<file path="src/rtl/idle_clk_pkg.sv">
package idle_clk_pkg;
  typedef enum logic [2:0] {
    ST_RUN,
    ST_IDLE_INT,
    ST_IDLE_CUR,
    ST_SLEEP,
    ST_WAKE
  } pwr_st_e;
endpackage

</file>
<file path="src/rtl/osc_stab_timer.sv">
module osc_stab_timer #(
  parameter int LIMIT = 64
) (
  input  logic clk_i,
  input  logic rst_ni,
  input  logic en_i,
  output logic done_o
);
  localparam int CW = $clog2(LIMIT + 1);
  localparam logic [CW-1:0] LIM = CW'(LIMIT);

  logic [CW-1:0] cnt_q;

  always_ff @(posedge clk_i or negedge rst_ni) begin
    if (!rst_ni)          cnt_q <= '0;
    else if (!en_i)       cnt_q <= '0;
    else if (cnt_q != LIM) cnt_q <= cnt_q + 1'b1;
  end

  // gated by enable so the flag drops in the same cycle as the oscillator
  assign done_o = en_i && (cnt_q == LIM);
endmodule

</file>
<file path="src/rtl/pwr_fsm.sv">
module pwr_fsm
  import idle_clk_pkg::*;
#(
  parameter int SW_DLY = 8
) (
  input  logic    clk_i,
  input  logic    rst_ni,
  input  logic    sleep_i,
  input  logic    wake_i,
  input  logic    idle_en_i,
  input  logic    sel_hi_i,
  output pwr_st_e st_o,
  output logic    int_path_o
);
  localparam int SW_W = (SW_DLY > 1) ? $clog2(SW_DLY) : 1;
  localparam logic [SW_W-1:0] SW_LAST = SW_W'(SW_DLY - 1);

  pwr_st_e         st_q;
  logic [SW_W-1:0] sw_q;
  logic            path_q;

  always_ff @(posedge clk_i or negedge rst_ni) begin
    if (!rst_ni) begin
      st_q   <= ST_RUN;
      sw_q   <= '0;
      path_q <= 1'b0;
    end else begin
      unique case (st_q)
        ST_RUN: begin
          path_q <= sel_hi_i;
          if (sleep_i) begin
            if (idle_en_i && sel_hi_i) st_q <= ST_IDLE_INT;
            else if (idle_en_i)        st_q <= ST_IDLE_CUR;
            else                       st_q <= ST_SLEEP;
          end
        end
        ST_IDLE_INT, ST_IDLE_CUR, ST_SLEEP: begin
          if (wake_i) begin
            st_q <= ST_WAKE;
            sw_q <= '0;
          end
        end
        ST_WAKE: begin
          if (sw_q == SW_LAST) st_q <= ST_RUN;
          else                 sw_q <= sw_q + 1'b1;
        end
        default: st_q <= ST_RUN;
      endcase
    end
  end

  assign st_o       = st_q;
  assign int_path_o = path_q;
endmodule

</file>
<file path="src/rtl/idle_clk_seq.sv">
module idle_clk_seq
  import idle_clk_pkg::*;
#(
  parameter int FSEL_W  = 3,
  parameter int HF_STAB = 64,
  parameter int OST_DLY = 16,
  parameter int SW_DLY  = 8
) (
  input  logic              clk_i,
  input  logic              rst_ni,
  input  logic              idle_en_i,
  input  logic [1:0]        clk_sel_i,
  input  logic [FSEL_W-1:0] freq_sel_i,
  input  logic              int_src_i,
  input  logic              mid_sel_i,
  input  logic              wdt_en_i,
  input  logic              fscm_en_i,
  input  logic              sleep_i,
  input  logic              wake_i,
  output logic              cpu_clk_en_o,
  output logic              per_clk_en_o,
  output logic              pri_osc_en_o,
  output logic              osts_o,
  output logic              hf_osc_en_o,
  output logic              hf_stable_o,
  output logic              mf_stable_o,
  output logic              lf_osc_en_o,
  output logic              cpu_run_o
);
  pwr_st_e st;
  logic    int_path;
  logic    full_sleep;
  logic    hf_req;
  logic    hf_done;

  pwr_fsm #(.SW_DLY(SW_DLY)) u_fsm (
    .clk_i      (clk_i),
    .rst_ni     (rst_ni),
    .sleep_i    (sleep_i),
    .wake_i     (wake_i),
    .idle_en_i  (idle_en_i),
    .sel_hi_i   (clk_sel_i[1]),
    .st_o       (st),
    .int_path_o (int_path)
  );

  assign full_sleep   = (st == ST_SLEEP);
  assign cpu_run_o    = (st == ST_RUN);
  assign cpu_clk_en_o = cpu_run_o;
  assign per_clk_en_o = !full_sleep;
  assign pri_osc_en_o = !int_path && !full_sleep;

  assign hf_req      = (freq_sel_i != '0) || int_src_i || mid_sel_i;
  assign hf_osc_en_o = hf_req && !full_sleep;
  assign lf_osc_en_o = wdt_en_i || fscm_en_i;

  osc_stab_timer #(.LIMIT(HF_STAB)) u_hf_tmr (
    .clk_i  (clk_i),
    .rst_ni (rst_ni),
    .en_i   (hf_osc_en_o),
    .done_o (hf_done)
  );

  osc_stab_timer #(.LIMIT(OST_DLY)) u_ost_tmr (
    .clk_i  (clk_i),
    .rst_ni (rst_ni),
    .en_i   (pri_osc_en_o),
    .done_o (osts_o)
  );

  assign hf_stable_o = hf_done;
  assign mf_stable_o = hf_done;
endmodule

</file>
<file path="config.mk">
export PLATFORM = sky130hd
export DESIGN_NAME = idle_clk_seq
export DESIGN_NICKNAME = d
export VERILOG_FILES = /design/src/rtl/idle_clk_pkg.sv /design/src/rtl/osc_stab_timer.sv /design/src/rtl/pwr_fsm.sv /design/src/rtl/idle_clk_seq.sv
export SDC_FILE = /design/constraint.sdc
export NUM_CORES = 1
export LEC_CHECK = 0
export ABC_AREA = 1
export CORE_MARGIN = 1
export CORE_UTILIZATION = 52
export CTS_BUF_LIST = sky130_fd_sc_hd__clkbuf_2 sky130_fd_sc_hd__clkbuf_4 sky130_fd_sc_hd__clkbuf_8
export DETAILED_ROUTE_END_ITERATION = 16
export PLACE_DENSITY = 0.79
export SYNTH_ARGS = -nofsm -noshare
export SYNTH_HDL_FRONTEND = slang
export SYNTH_SLANG_ARGS = --single-unit
</file>
<file path="constraint.sdc">
create_clock -name clk_i -period 1.65 [get_ports clk_i]
set_input_delay 0.4125 -clock clk_i [delete_from_list [all_inputs] [get_ports clk_i]]
set_output_delay 0.4125 -clock clk_i [all_outputs]
set_load 0.02 [all_outputs]
</file>
# Yosys cells after proc, flatten, opt, wreduce, memory -nomap -nowiden

Index checks and enable logic that the tools add are counted.

Register bits: 19
Output and inout port bits: 9
RAM bits: 0
Bits in latches: 0
Memory bits (read-only): 0
Memories kept: 0
Word-level logic and storage cells: 52
Input port bits: 14

Bitwise gates (word level): 0
Reduce and logical (&&, ||, !) cells: 16
Eq/ne operators: 15
Div/mod/pow operators: 0
Multipliers: 0
$add $sub $neg: 3
Multiplexer cells: 13
$lt $le $gt $ge: 0
Shift operators: 0

Operators by type and width:

| cell                  | number |
|---|---|
| $mux W3               | 6 |
| $mux W7               | 2 |
| $mux W5               | 2 |
| $ne A2 B2 Y1 const B  | 5 |
| $pmux W3 S3           | 1 |
| $add A7 B1 Y7 const B | 1 |
| $eq A7 B7 Y1 const B  | 1 |
| $ne A7 B7 Y1 const B  | 1 |
| $eq A3 B2 Y1 const B  | 2 |
| $eq A3 B3 Y1 const B  | 2 |
| $pmux W3 S2           | 1 |
| $reduce_and A3 Y1     | 2 |
| $add A5 B1 Y5 const B | 1 |
| $eq A5 B5 Y1 const B  | 1 |
| $logic_and A1 B1 Y1   | 5 |
| $ne A5 B5 Y1 const B  | 1 |
| $add A3 B1 Y3 const B | 1 |
| $eq A3 B1 Y1 const B  | 1 |
| $logic_not A3 Y1      | 1 |
| $logic_or A1 B1 Y1    | 3 |
| $reduce_bool A3 Y1    | 1 |
| $reduce_or A3 Y1      | 1 |
| $logic_not A1 Y1      | 2 |
| $ne A2 B1 Y1 const B  | 1 |
| 2 further kinds       | 2 |

# Logic depth before layout (Yosys ltp)

Depth after elaboration: 5
Mapped depth: 8
Gate-level depth less buffers: 8

# By module

From an unflattened synthesis, not the netlist that was laid out.

Cells, all modules: 158
Area, all modules: 1,199.9 um^2

Modules (own cells, without submodules):

| module                      | instances | cells an instance | seq. area each (um^2) | area each (um^2) |
|---|---|---|---|---|
| pwr_fsm                     | 1         | 48                | 175.2                 | 424.2 |
| osc_stab_timer at u_hf_tmr  | 1         | 53                | 175.2                 | 394.1 |
| osc_stab_timer at u_ost_tmr | 1         | 44                | 125.1                 | 311.5 |
| idle_clk_seq                | 1         | 13                | 0.0                   | 70.1 |

# Worst setup path before layout

No wires, ideal clock.

Kind: flip-flop to output port
Start: register u_hf_tmr.cnt_q[0]
End: output port mf_stable_o
Path buffers: 1
Stages on the path, launching flop included: 8
Arrival: 1,434 ps
Data required time: 1,237 ps
Slack: -197 ps
Path through: dfrtp_1 -> inv_1 -> ha_1 -> inv_1 -> nor2_1 -> nand3_1 -> nor2_1 -> buf_4

Longest elaborated chain between the ends: 2

Ends and longest elaborated chain:

| what                   | RTL line             | RTL |
|---|---|---|
| from (decl)            | osc_stab_timer.sv:12 | `logic [CW-1:0] cnt_q;` |
| from (signal assigned) | osc_stab_timer.sv:17 | `else if (cnt_q != LIM) cnt_q <= cnt_q + 1'b1;` |
| $eq A7 B7 Y1           | osc_stab_timer.sv:21 | `assign done_o = en_i && (cnt_q == LIM);` |
| $logic_and A1 B1 Y1    | osc_stab_timer.sv:21 |  |
| to (decl)              | idle_clk_seq.sv:26   | `output logic mf_stable_o,` |

No other way between the ends.

# Worst setup path in the final report

Ends and elaborated chain as after synthesis.

==> impl_metrics.csv <==
group,metric,value,unit
status,status,"finished, violations left",
status,violations,"negative setup slack",
timing,hold_viol_final,0,
power_and_ir_drop,internal_power,1.61,mW
die,io_pins,23,
timing,post-route-min-period,1850,ps
power_and_ir_drop,combPwrFrac,0.642,
route,drt_pre_antenna_iters,5,
setup_path,cp_slowest_stage_delay,420,ps
setup_path,reg2reg_slack,-20,ps
die,die_h,48.6,µm
setup_path,path_cells,"inv_1 > ha_2 > inv_2 > nor2_4 > nand3_2 > nor2_4 > buf_4",
cts,insertion_delay,310,ps
power_and_ir_drop,power_density,1630,mW/mm²
die,start_util,0.564,
route,routed-via-count,1265,
cts,h-tree-depth,1,
cts,cts_tree,"built",
cts,root_buffer,"clkbuf_4",
power_and_ir_drop,peakVddDrop,0.00117,V
setup_path,cp_num_buf_inv,3,
setup_path,worst_r2r_endpoint,"u_hf_tmr.cnt_q[0]$_DFFE_PN0P_",
timing,fin_crit_sh,1.12,
setup_path,crit_type,"reg2out",
timing,setup-tns-final,-414,ps
place,gp_congestion,0.822,
power_and_ir_drop,power,2.92,mW
worst_hold_path,hp-class,"in2async",
place,hpwl,1940,µm
power_and_ir_drop,p_seq_frac,0.270,
layout,final_cell_area,0.00179,mm²
setup_path,worstPathArrival,1440,ps
yosys,synth_area_leaders,"dfrtp_1, nand2_1, inv_1, nand3_1, nor2_1",
die,core-area,0.00200,mm²
setup_path,path_max_fanout,2,
yosys,async_reset_ff_frac,1.00,
route,routedWlPerCell,15.5,µm
setup_path,worstSetupStartpointType,"register",
cts,cts_buffers,3,
die,dieArea,0.00236,mm²
layout,fin_util,0.895,
global_route,antenna_found_initial,0,
timing,hold_ws,413,ps
yosys,yosys_register_bits,19,
timing,slew_viol_final,0,
yosys,ys.flop_type,"dfrtp_1",
layout,syn2layout_area_growth,58.8,%
layout,diodes,0,
die,rows,16,
power_and_ir_drop,switching_share,0.448,
timing,worst-slew-pin-transition,254,ps
setup_path,crit_required,1240,ps
yosys,syn_nets,164,
timing,skew,10.3,ps
yosys,ys_warn_count,0,
power_and_ir_drop,p_clk_frac,0.088,
cts,cts.clk_slew.worst_paths,130,ps
yosys,syn_area,0.00113,mm²
timing,relSlewSlack,0.829,
die,die_w,48.6,µm
yosys,ys_types,22,
setup_path,end_kind,"output port",
route,route.detailed.drc,0,
cts,clock_path_buffers,2,
layout,drive_above_1_share,0.414,
place,dpl_cell_area,0.00158,mm²
yosys,synth_area_per_cell,7.84,µm²
setup_path,slowest_stage,"dfrtp_1",
yosys,synth_cells,144,
timing,fmax,540,MHz
global_route,grt_pass1_wl,4930,µm
place,io_buffer_count,21,
timing,setup_ws,-200,ps
yosys,yosysTopAreaCell,"dfrtp_1",
power_and_ir_drop,p_leak,0.960,nW
yosys,synth_enable_flop_cells,0,
global_route,globalRoute.totalOverflow,0,
global_route,grt_usage,0.274,
setup_path,reg2reg_depth,11,
layout,fin_nets,231,
timing,rsz0062_at_grt,"yes",
global_route,grt_pass1_vias,1173,
global_route,grt_max_degree,20,
route,wirelength,3680,µm
route,initialDrtViolationCount,77,
setup_path,r2r-start,"u_fsm.st_o[2]$_DFFE_PN0P_",
setup_path,crit_path_frequent_cell,"nor2_4",
yosys,ys_seq_area_frac,0.421,
timing,setup_viol,4,
route,ant_nets,0,
setup_path,crit_family,"flip-flops",
power_and_ir_drop,p_switching,1.31,mW
cts,cts_sinks,19,
yosys,synth_top_area_frac,0.421,
flow_run,max-cap-violations,0,
cts,ctsHoldBuffers,0,
route,vias_per_cell,5.34,
through the flow:
stage | setup WS, ps | std cells
final | -200 | 237
after global routing | -298 | 237
after CTS | -153 | 233
after detailed placement | -595 | 218
after global placement | -580 | 218
after floorplan | 20.0 | 144
cell usage after synthesis (2+ instances only):
master   number
nor3_1        3
o21ai_0       3
xor2_1        2
xnor2_1       2
inv_2         3
dfrtp_1      19
nand3_2       5
nand4_1       3
nand2_2       3
nor2_1       21
buf_4         2
ha_1          6
inv_1        23
nand2_1      26
nand3_1      16
area by class of cell:
cell class / count / area, µm²
well taps: 27 / 33.8
repair buffers: 64 / 532
flip-flops and latches: 19 / 478
multi-input cells: 97 / 618
clock buffers: 3 / 22.5
clock inverters: 1 / 7.51
fillers: 83 / 210
inverters: 26 / 100
state kept, by name (all words and copies together), names as in the netlist:
name	flops
u_hf_tmr.cnt_q	7
u_ost_tmr.cnt_q	5
u_fsm.st_o	3
u_fsm.sw_q	3
u_fsm.int_path_o	1
layout by cell type, fill, tap and decap left out, drive strengths merged:
cell type      synthesis  final
xor2                   2      2
xnor2                  2      2
nor3                   4      4
clkdlybuf4s50          0      7
dfrtp                 19     19
ha                     6      6
clkbuf                 0      3
dlygate4sd2            0      4
o21ai                  3      3
clkinvlp               0      1
buf                    2     52
nand3                 21     21
nand4                  3      3
nand2                 30     30
or2                    2      2
nor2                  23     23
dlymetal6s2s           0      1
a21oi                  1      1
inv                   26     26
cell families after synthesis:
logic type,after synthesis,synth area share
xor gates and xnor gates,4,0.0310
AOI/OAI and AO/OA,4,0.0177
adders and majority gates,6,0.0665
buffers and inverters,28,0.0998
and+or+nand+nor,83,0.364
DFF,19,0.421
per-layer routing:
metal	GRT usage	share of wire
met2	0.516	0.54
met3	0.0440	0.071
met5	0	0
met4	0.0980	0.030
met1	0.308	0.36
what timing repair did:
| item | 4_1_cts | 5_1_grt |
|---|---|---|
| setup buffers | 11 | 4 |
| pin swaps | 7 | 2 |
| endpoints found under the setup margin | 9 | 11 |
| gates resized for setup | 60 | 17 |
how the worst max path moves through the flow:
| stage | from | end | slack, ps | depth (start not counted) |
|---|---|---|---|---|
| floorplan | u_hf_tmr.cnt_q[0]$_DFFE_PN0P_ | mf_stable_o | 20 | 7 |
| global placement | int_src_i | mf_stable_o | -580 | 6 |
| detailed placement | freq_sel_i[2] | mf_stable_o | -590 | 6 |
| CTS | u_hf_tmr.cnt_q[0]$_DFFE_PN0P_ | mf_stable_o | -150 | 7 |
| global route | u_hf_tmr.cnt_q[0]$_DFFE_PN0P_ | mf_stable_o | -300 | 7 |
| finish | u_hf_tmr.cnt_q[0]$_DFFE_PN0P_ | mf_stable_o | -200 | 7 |
power groups by stage:
stage               clock (mW)  sequential (mW)  combinational, mW
floorplan                    0            0.778              0.777
global placement             0            0.741               1.41
detailed placement           0            0.754               1.46
CTS                      0.252            0.756               1.57
global route             0.279            0.803               2.00
finish                   0.258            0.788               1.87
(Power assumes the default switching activity.)
